==> config.mk <==
export PLATFORM = sky130hd
export DESIGN_NAME = precomp_cam
export DESIGN_NICKNAME = d
export VERILOG_FILES = /design/src/rtl/pcam_pkg.sv /design/src/rtl/pcam_param_gen.sv /design/src/rtl/pcam_store.sv /design/src/rtl/pcam_stage2.sv /design/src/rtl/precomp_cam.sv
export SDC_FILE = /design/constraint.sdc
export NUM_CORES = 1
export LEC_CHECK = 0
export ABC_AREA = 0
export CORE_UTILIZATION = 62
export CTS_BUF_LIST = sky130_fd_sc_hd__clkbuf_8
export CTS_CLUSTER_DIAMETER = 200
export CTS_CLUSTER_SIZE = 20
export DETAILED_ROUTE_END_ITERATION = 8
export PLACE_DENSITY = 0.86
export SYNTH_ARGS = -nofsm -noshare
export SYNTH_HDL_FRONTEND = slang
export SYNTH_HIERARCHICAL = 1
export SYNTH_SLANG_ARGS = --single-unit
==> constraint.sdc <==
create_clock -name clk -period 5.8 [get_ports clk]
set_input_delay 0.87 -clock clk [delete_from_list [all_inputs] [get_ports clk]]
set_output_delay 0.87 -clock clk [all_outputs]
set_load 0.02 [all_outputs]
==> src/rtl/pcam_pkg.sv <==
// Shared constants and helpers for the precomputed-parameter CAM.
package pcam_pkg;
    localparam int PMODE_ONES = 0;  // signature = population count
    localparam int PMODE_BXOR = 1;  // signature = per-block XOR

    // Signature width needed to hold a count of 0..w, with one spare code.
    function automatic int par_bits(input int w);
        return $clog2(w + 2);
    endfunction
endpackage

==> src/rtl/pcam_param_gen.sv <==
// Signature extractor: computes the short parameter of a data word.
// Assumes PAR_W >= number of bits needed for WIDTH (ones mode).
module pcam_param_gen #(
    parameter int WIDTH = 14,
    parameter int PAR_W = 4,
    parameter int MODE  = 0
) (
    input  logic [WIDTH-1:0] din,
    output logic [PAR_W-1:0] par
);
    generate
        if (MODE == pcam_pkg::PMODE_BXOR) begin : g_bxor
            localparam int BLK  = (WIDTH + PAR_W - 1) / PAR_W;
            localparam int PADW = BLK * PAR_W;
            logic [PADW-1:0] padded;
            assign padded = PADW'(din);
            for (genvar b = 0; b < PAR_W; b++) begin : g_blk
                // reduce one block to a single signature bit
                assign par[b] = ^padded[b*BLK +: BLK];
            end
        end else begin : g_ones
            // add up the set bits of the word
            always_comb begin
                par = '0;
                for (int i = 0; i < WIDTH; i++) par = par + PAR_W'(din[i]);
            end
        end
    endgenerate
endmodule

==> src/rtl/pcam_store.sv <==
// Word, signature and valid-bit storage with a single write port.
// Assumes wr_addr < WORDS; data and signature need no reset.
module pcam_store #(
    parameter int WORDS = 8,
    parameter int WIDTH = 14,
    parameter int PAR_W = 4,
    parameter int AW    = 3
) (
    input  logic                         clk,
    input  logic                         rst_n,
    input  logic                         wr_en,
    input  logic [AW-1:0]                wr_addr,
    input  logic [WIDTH-1:0]             wr_data,
    input  logic [PAR_W-1:0]             wr_par,
    input  logic                         wr_valid,
    output logic [WORDS-1:0][WIDTH-1:0]  mem_data,
    output logic [WORDS-1:0][PAR_W-1:0]  mem_par,
    output logic [WORDS-1:0]             mem_vld
);
    // valid bits: cleared by reset, set or cleared by writes
    always_ff @(posedge clk) begin
        if (!rst_n)     mem_vld <= '0;
        else if (wr_en) mem_vld[wr_addr] <= wr_valid;
    end

    // data and signature payload
    always_ff @(posedge clk) begin
        if (wr_en) begin
            mem_data[wr_addr] <= wr_data;
            mem_par[wr_addr]  <= wr_par;
        end
    end
endmodule

==> src/rtl/pcam_stage2.sv <==
// Second search stage: full compare on admitted words only, priority
// encode the lowest hit, and count admitted words. Purely combinational.
// A bypass supplies the pre-write compare for a word overwritten in the
// cycle the search was issued.
module pcam_stage2 #(
    parameter int WORDS = 8,
    parameter int WIDTH = 14,
    parameter int AW    = 3,
    parameter int CW    = 4
) (
    input  logic [WIDTH-1:0]             key,
    input  logic [WORDS-1:0]             cand,
    input  logic [WORDS-1:0][WIDTH-1:0] mem_data,
    input  logic                         byp_en,
    input  logic [AW-1:0]                byp_idx,
    input  logic                         byp_hit,
    output logic [WORDS-1:0]             hits,
    output logic                         found,
    output logic [AW-1:0]                first,
    output logic [CW-1:0]                cnt
);
    generate
        for (genvar i = 0; i < WORDS; i++) begin : g_cmp
            logic use_byp;
            assign use_byp = byp_en && (byp_idx == AW'(i));
            // compare only when stage one admitted the word
            assign hits[i] = cand[i] && (use_byp ? byp_hit : (mem_data[i] == key));
        end
    endgenerate

    // lowest-index hit wins
    always_comb begin
        found = 1'b0;
        first = '0;
        for (int i = WORDS - 1; i >= 0; i--) begin
            if (hits[i]) begin
                found = 1'b1;
                first = AW'(i);
            end
        end
    end

    // number of words that entered the full compare
    always_comb begin
        cnt = '0;
        for (int i = 0; i < WORDS; i++) cnt = cnt + CW'(cand[i]);
    end
endmodule

==> src/rtl/precomp_cam.sv <==
// Precomputed-parameter CAM top. Cycle s: signature compare against all
// words, key and candidate mask registered. Cycle s+1: full compare on
// candidates, result registered, visible in cycle s+2.
// Assumes wr_addr < WORDS.
module precomp_cam #(
    parameter int WORDS      = 8,
    parameter int WIDTH      = 14,
    parameter int PARAM_MODE = 0,
    localparam int AW    = (WORDS > 1) ? $clog2(WORDS) : 1,
    localparam int CW    = $clog2(WORDS + 1),
    localparam int PAR_W = pcam_pkg::par_bits(WIDTH)
) (
    input  logic             clk,
    input  logic             rst_n,
    input  logic             wr_en,
    input  logic [AW-1:0]    wr_addr,
    input  logic [WIDTH-1:0] wr_data,
    input  logic             wr_valid,
    input  logic             srch_en,
    input  logic [WIDTH-1:0] srch_key,
    output logic             rslt_valid,
    output logic             rslt_match,
    output logic [AW-1:0]    rslt_addr,
    output logic [WORDS-1:0] rslt_hits,
    output logic [CW-1:0]    rslt_cmp_cnt
);
    logic [PAR_W-1:0]             wr_par, key_par;
    logic [WORDS-1:0][WIDTH-1:0]  mem_data;
    logic [WORDS-1:0][PAR_W-1:0]  mem_par;
    logic [WORDS-1:0]             mem_vld;
    logic [WORDS-1:0]             cand;
    logic                         byp_hit;

    logic                         s1_vld;
    logic [WIDTH-1:0]             s1_key;
    logic [WORDS-1:0]             s1_cand;
    logic                         s1_byp_en;
    logic [AW-1:0]                s1_byp_idx;
    logic                         s1_byp_hit;

    logic [WORDS-1:0]             s2_hits;
    logic                         s2_found;
    logic [AW-1:0]                s2_first;
    logic [CW-1:0]                s2_cnt;

    pcam_param_gen #(.WIDTH(WIDTH), .PAR_W(PAR_W), .MODE(PARAM_MODE)) u_wpar (
        .din(wr_data), .par(wr_par));

    pcam_param_gen #(.WIDTH(WIDTH), .PAR_W(PAR_W), .MODE(PARAM_MODE)) u_kpar (
        .din(srch_key), .par(key_par));

    pcam_store #(.WORDS(WORDS), .WIDTH(WIDTH), .PAR_W(PAR_W), .AW(AW)) u_store (
        .clk(clk), .rst_n(rst_n), .wr_en(wr_en), .wr_addr(wr_addr),
        .wr_data(wr_data), .wr_par(wr_par), .wr_valid(wr_valid),
        .mem_data(mem_data), .mem_par(mem_par), .mem_vld(mem_vld));

    generate
        for (genvar i = 0; i < WORDS; i++) begin : g_s1
            // stage one: signature compare, gated by the valid bit
            assign cand[i] = mem_vld[i] && (mem_par[i] == key_par);
        end
    endgenerate

    // pre-write full compare for a word being overwritten this cycle
    assign byp_hit = (mem_data[wr_addr] == srch_key);

    // stage-one valid flag
    always_ff @(posedge clk) begin
        if (!rst_n) s1_vld <= 1'b0;
        else        s1_vld <= srch_en;
    end

    // stage-one payload: key, candidate mask, collision bypass
    always_ff @(posedge clk) begin
        if (srch_en) begin
            s1_key     <= srch_key;
            s1_cand    <= cand;
            s1_byp_en  <= wr_en;
            s1_byp_idx <= wr_addr;
            s1_byp_hit <= byp_hit;
        end
    end

    pcam_stage2 #(.WORDS(WORDS), .WIDTH(WIDTH), .AW(AW), .CW(CW)) u_stage2 (
        .key(s1_key), .cand(s1_cand), .mem_data(mem_data),
        .byp_en(s1_byp_en), .byp_idx(s1_byp_idx), .byp_hit(s1_byp_hit),
        .hits(s2_hits), .found(s2_found), .first(s2_first), .cnt(s2_cnt));

    // result registers, updated only when a search completes
    always_ff @(posedge clk) begin
        if (!rst_n) begin
            rslt_valid   <= 1'b0;
            rslt_match   <= 1'b0;
            rslt_addr    <= '0;
            rslt_hits    <= '0;
            rslt_cmp_cnt <= '0;
        end else begin
            rslt_valid <= s1_vld;
            if (s1_vld) begin
                rslt_match   <= s2_found;
                rslt_addr    <= s2_first;
                rslt_hits    <= s2_hits;
                rslt_cmp_cnt <= s2_cnt;
            end
        end
    end
endmodule

* Yosys cells after proc, flatten, opt, wreduce, memory -nomap -nowiden *
Index checks and enable logic that the tools add are counted.

word-level totals
  flip-flop bits (word level) = 197
  logic and storage cells = 148
  output and inout port bits = 17

cells by class
  eq/ne operators = 24
  reductions and logical operators = 26
  $lt $le $gt $ge = 2
  add/sub/neg operators = 33
  multiplexer cells = 35

operators with widths
  kind                  count
  $eq A14 B14 Y1        9
  $add A4 B1 Y4         30
  $bwmux W112           1
  $bmux W14 S3          1
  $demux W14 S3         1
  $bwmux W32            1
  $eq A4 B4 Y1          8
  $mux W14              2
  $logic_and A1 B1 Y1   25
  $mux W3               8
  $mux W1               17
  $demux W4 S3          1
  $eq A3 B3 Y1 const B  4
  $bwmux W8             1
  $add A1 B1 Y2         3
  $eq A3 B2 Y1 const B  2
  $lt A3 B4 Y1 const B  1
  $mux W4               1
  $demux W1 S3          1
  $eq A3 B1 Y1 const B  1
  $ge A3 B1 Y1 const B  1
  $logic_not A3 Y1      1

* Logic depth before layout (Yosys ltp) *
  depth after elaboration = 15
  gate-level depth with buffers = 14
  gate-level depth less buffers = 13

* Modules after synthesis *
The synthesis kept the hierarchy.

by module, submodules not included
  module          seq. area each (um^2)  instances  cells each  area each (um^2)
  pcam_store      4,484.3                1          182         4,712.0
  precomp_cam     1,171.1                1          234         2,932.8
  pcam_stage2     0.0                    1          226         1,850.5
  pcam_param_gen  0.0                    2          36          315.3

* Worst setup path before layout *
OpenSTA, ideal clock, no wires.

  path kind = input-to-reg
  start point = in srch_key[0]
  end point = reg s1_cand[6] (data pin)
  setup time = 182 ps
  stages = 14
  path slack = 1,116 ps
  required time = 5,618 ps
  data arrival time = 4,502 ps
  path buffers = 1
  cell sequence = inv_1 fa_1 fa_1 fa_1 fa_1 inv_1 ha_1 inv_1 fa_1 inv_1 clkbuf_1 inv_1 a222oi_1 nor4b_1

on the way
  cells in the longest elaborated chain, start to end = 15

ends and longest elaborated chain
  what                         line                  source
  start: declaration           precomp_cam.sv:20     input logic [WIDTH-1:0] srch_key,
  $add A1 B1 Y2                pcam_param_gen.sv:25  for (int i = 0; i < WIDTH; i++) par = par + PAR_W'(din[i]);
  $add A4 B1 Y4 (12 in a row)  pcam_param_gen.sv:25
  via key_par[1]               precomp_cam.sv:27     logic [PAR_W-1:0] wr_par, key_par;
  $eq A4 B4 Y1                 precomp_cam.sv:60     assign cand[i] = mem_vld[i] && (mem_par[i] == key_par);
  $logic_and A1 B1 Y1          precomp_cam.sv:60
  via cand[6]                  precomp_cam.sv:31     logic [WORDS-1:0] cand;
  end signal: assignment       precomp_cam.sv:77     s1_cand <= cand;
  end: declaration             precomp_cam.sv:36     logic [WORDS-1:0] s1_cand;

The timed path passes the listed nets, and every way through them passes these cells.
A chain may end at the register's enable or synchronous reset.

* Worst setup path after layout *
  start point = in srch_key[0]
  end point = reg s1_cand[2] (data pin)

Same word-level chain as after synthesis.

==> metrics.txt <==
clock insertion delay at the later pin of the skew report roughly 490 ps; Initial DRC Count between 700 and 800; initial antenna violation count 0; syn nets between 700 and 800; HPWL Detailed around 18 mm; register area between 5000 and 6000 um2; via/cell ratio around 6.2; Post-CTS Hold Buffers 0; Critical Path RT around 6000 ps; crit share post-route 0.928; die width between 100 and 150 um; boundary pin count 53; Reg power frac 0.487; first-pass GRT wire length around 37 mm; Detailed Route WL 25.2 mm; Post-DRT Antenna Nets 0; cell taking the most area after synthesis edfxtp_1; clock skew about 21 ps; Synth Warn # 6; initial core utilization 0.637; Fin Setup TNS 0 ps; Max Slew Vio Count 0; Fill cells around 1100; most frequent cells in the layout edfxtp_1 (171), xnor2_1 (86), inv_1 (62), xor2_1 (62), mux2i_1 (55); DRC 0; CTS Sinks roughly 200; standard-cell row count between 40 and 50; Post-synth EDFFs between 150 and 200; CP endpoint kind register; Final Wtd Congestion 0.951; Die ar. around 17000 um2; status finished clean; All-Layer GR Usage 0.319; n_diodes 0; Switching Share 0.328; pin count of the biggest net entering global routing 35; crit path kind in2reg; HP Class reg2reg; Mean Syn Cell Area about 14 um2; Max Clk Rate about 190 MHz; Syn Std Cell Area a little over 10000 um2; synthesis-stage register bit count 197; Clock Tree Buf Depth 2; Clock Root Buffer clkbuf_8; Slew headroom 0.246; internal power 2.41 mW; Setup-failing EPs final 0; share of cells above drive strength 1 0.0799; pre-CTS setup slack -15.6 ps; Async S/R FF share, synth 0; sequential-to-total area share from yosys stat 0.559; combinational share of power 0.244; VDD IR max ~0.00026 V; Max Cap Violations 0; Synth cell types between 50 and 60; Port Buffers 52; Cells after Synth between 700 and 800; most common cell after layout, fill and taps aside edfxtp_1; slew at the pin closest to its max-slew limit about 1100 ps; P&R area growth vs syn 10.7%; Post-CTS Setup Inserts 0; Worst-path clk slew 130 ps; H-tree levels 4; NumNets Final 830; Arr. time, crit path between 5000 and 6000 ps; Clock power frac 0.269; RSZ-0062 raised after global routing no; Pre-antenna DRT Iters 6; Switch Pwr 1.18 mW; Synth Flop Type edfxtp_1; Pleak roughly 4 nW; Final Hold Fails 0; Core Box Area 15900 um2; largest fanout on the critical path 8; post_cts resized 0; CTS tree built; power per cell area 320 nW/um2; CTS buffer count 17; largest cells by area after synthesis edfxtp_1 (51%), xnor2_1 (7.4%), mux2i_1 (5.4%), xor2_1 (5.4%), dfxtp_1 (5.1%); multi-input logic area 4020 um2; fin crit period ~5400 ps; Final WS setup approximately 420 ps; GRT Residual Overflow 0; vias post-DR between 6000 and 7000; vias in the first global route 6181; Die H 130 um; Setup crit start kind input pin; share of the synthesized area in the top cell type 0.507; drt wl/cell about 25 um
-- through the flow --
step           total power [mW]   util  cells  cell area, um2  hold WS (ps)
5_1_grt                    3.73  0.706    992           11200           504
2_1_floorplan              2.37      -    714           10100           435
3_3_place_gp               2.59  0.677    960           10800           459
4_1_cts                    3.58  0.706    992           11200           482
6_report                   3.59  0.706    992           11200           484
3_5_place_dp               2.64  0.677    960           10800           465
-- sequential cells by signal, indices dropped and copies added, names as in the netlist --
signal and flops:
u_store/mem_data 112, u_store/mem_par 32, s1_key 14, rslt_hits 8, s1_cand 8, u_store/mem_vld 8
rslt_cmp_cnt 4, rslt_addr 3, s1_byp_idx 3, rslt_match 1, rslt_valid 1, s1_byp_en 1
s1_byp_hit 1, s1_vld 1
-- worst max-delay path, stage by stage --
cell	delay (ps)
clkdlybuf4s50_1	520
inv_1	90
fa_1	560
fa_1	440
fa_1	620
fa_1	450
inv_1	80
ha_1	180
inv_1	60
fa_1	400
xnor2_1	840
xor2_1	170
nor4_1	390
-- power by group through the flow --
| stage | sequential [mW] | combinational [mW] | clock [mW] |
|---|---|---|---|
| final | 1.75 | 0.875 | 0.966 |
| after global routing | 1.76 | 0.948 | 1.03 |
| after CTS | 1.75 | 0.865 | 0.972 |
| after detailed placement | 1.78 | 0.858 | 0 |
| after global placement | 1.77 | 0.814 | 0 |
| after floorplan | 1.74 | 0.636 | 0 |
-- layer usage --
metal,global-route usage,share of wire,vias to the layer above
met5,0,0,-
met4,0.150,0.041,0
met3,0.0791,0.097,70
met2,0.487,0.46,358
met1,0.434,0.40,3072
li1,-,-,2674
-- synth_stat cells (8+ instances only) --
| cell type | instances |
|---|---|
| edfxtp_1 | 171 |
| xnor2_1 | 86 |
| inv_1 | 62 |
| xor2_1 | 62 |
| mux2i_1 | 55 |
| nand2_1 | 27 |
| dfxtp_1 | 26 |
| fa_1 | 22 |
| nor2b_1 | 20 |
| nor4_1 | 19 |
| nand4_1 | 16 |
| mux4_1 | 11 |
| ha_1 | 9 |
| nand3_1 | 9 |
| buf_6 | 8 |
| clkbuf_1 | 8 |
-- layout make-up --
class                      count  share of cell area
clock buffer                  17              0.0209
clock inverter                15              0.0194
inverter                      62              0.0208
multi-input combinational    424               0.358
sequential                   197               0.505
tap                          216              0.0241
timing repair buffer          61              0.0520
-- path summary, 6_finish.rpt --
check	start	to	slack, ps	cells after the start
worst max-delay path	srch_key[0]	s1_cand[2]$_DFFE_PP_	420	13
worst min-delay path	u_store/mem_vld[0]$_SDFFE_PN0P_	u_store/mem_vld[0]$_SDFFE_PN0P_	480	2
worst min register to register	u_store/mem_vld[0]$_SDFFE_PN0P_	u_store/mem_vld[0]$_SDFFE_PN0P_	480	2
worst max register to register	s1_cand[0]$_DFFE_PP_	rslt_cmp_cnt[2]$_SDFFE_PN0P_	2670	10
-- logic make-up (layout without fill, tap and decap cells) --
| kind of cell | Yosys count | count (layout) | share of synthesized area |
|---|---|---|---|
| adder cells (fa/ha/maj) | 31 | 31 | 0.0546 |
| AO/OA/AOI/OAI | 39 | 39 | 0.0311 |
| AND/OR/NAND/NOR | 128 | 128 | 0.0775 |
| multiplexers | 71 | 71 | 0.0940 |
| flip-flops | 197 | 197 | 0.559 |
| XOR/XNOR | 155 | 155 | 0.139 |
| buffers and inverters | 93 | 155 | 0.0450 |
No activity file was read; power rests on OpenSTA's default activity.
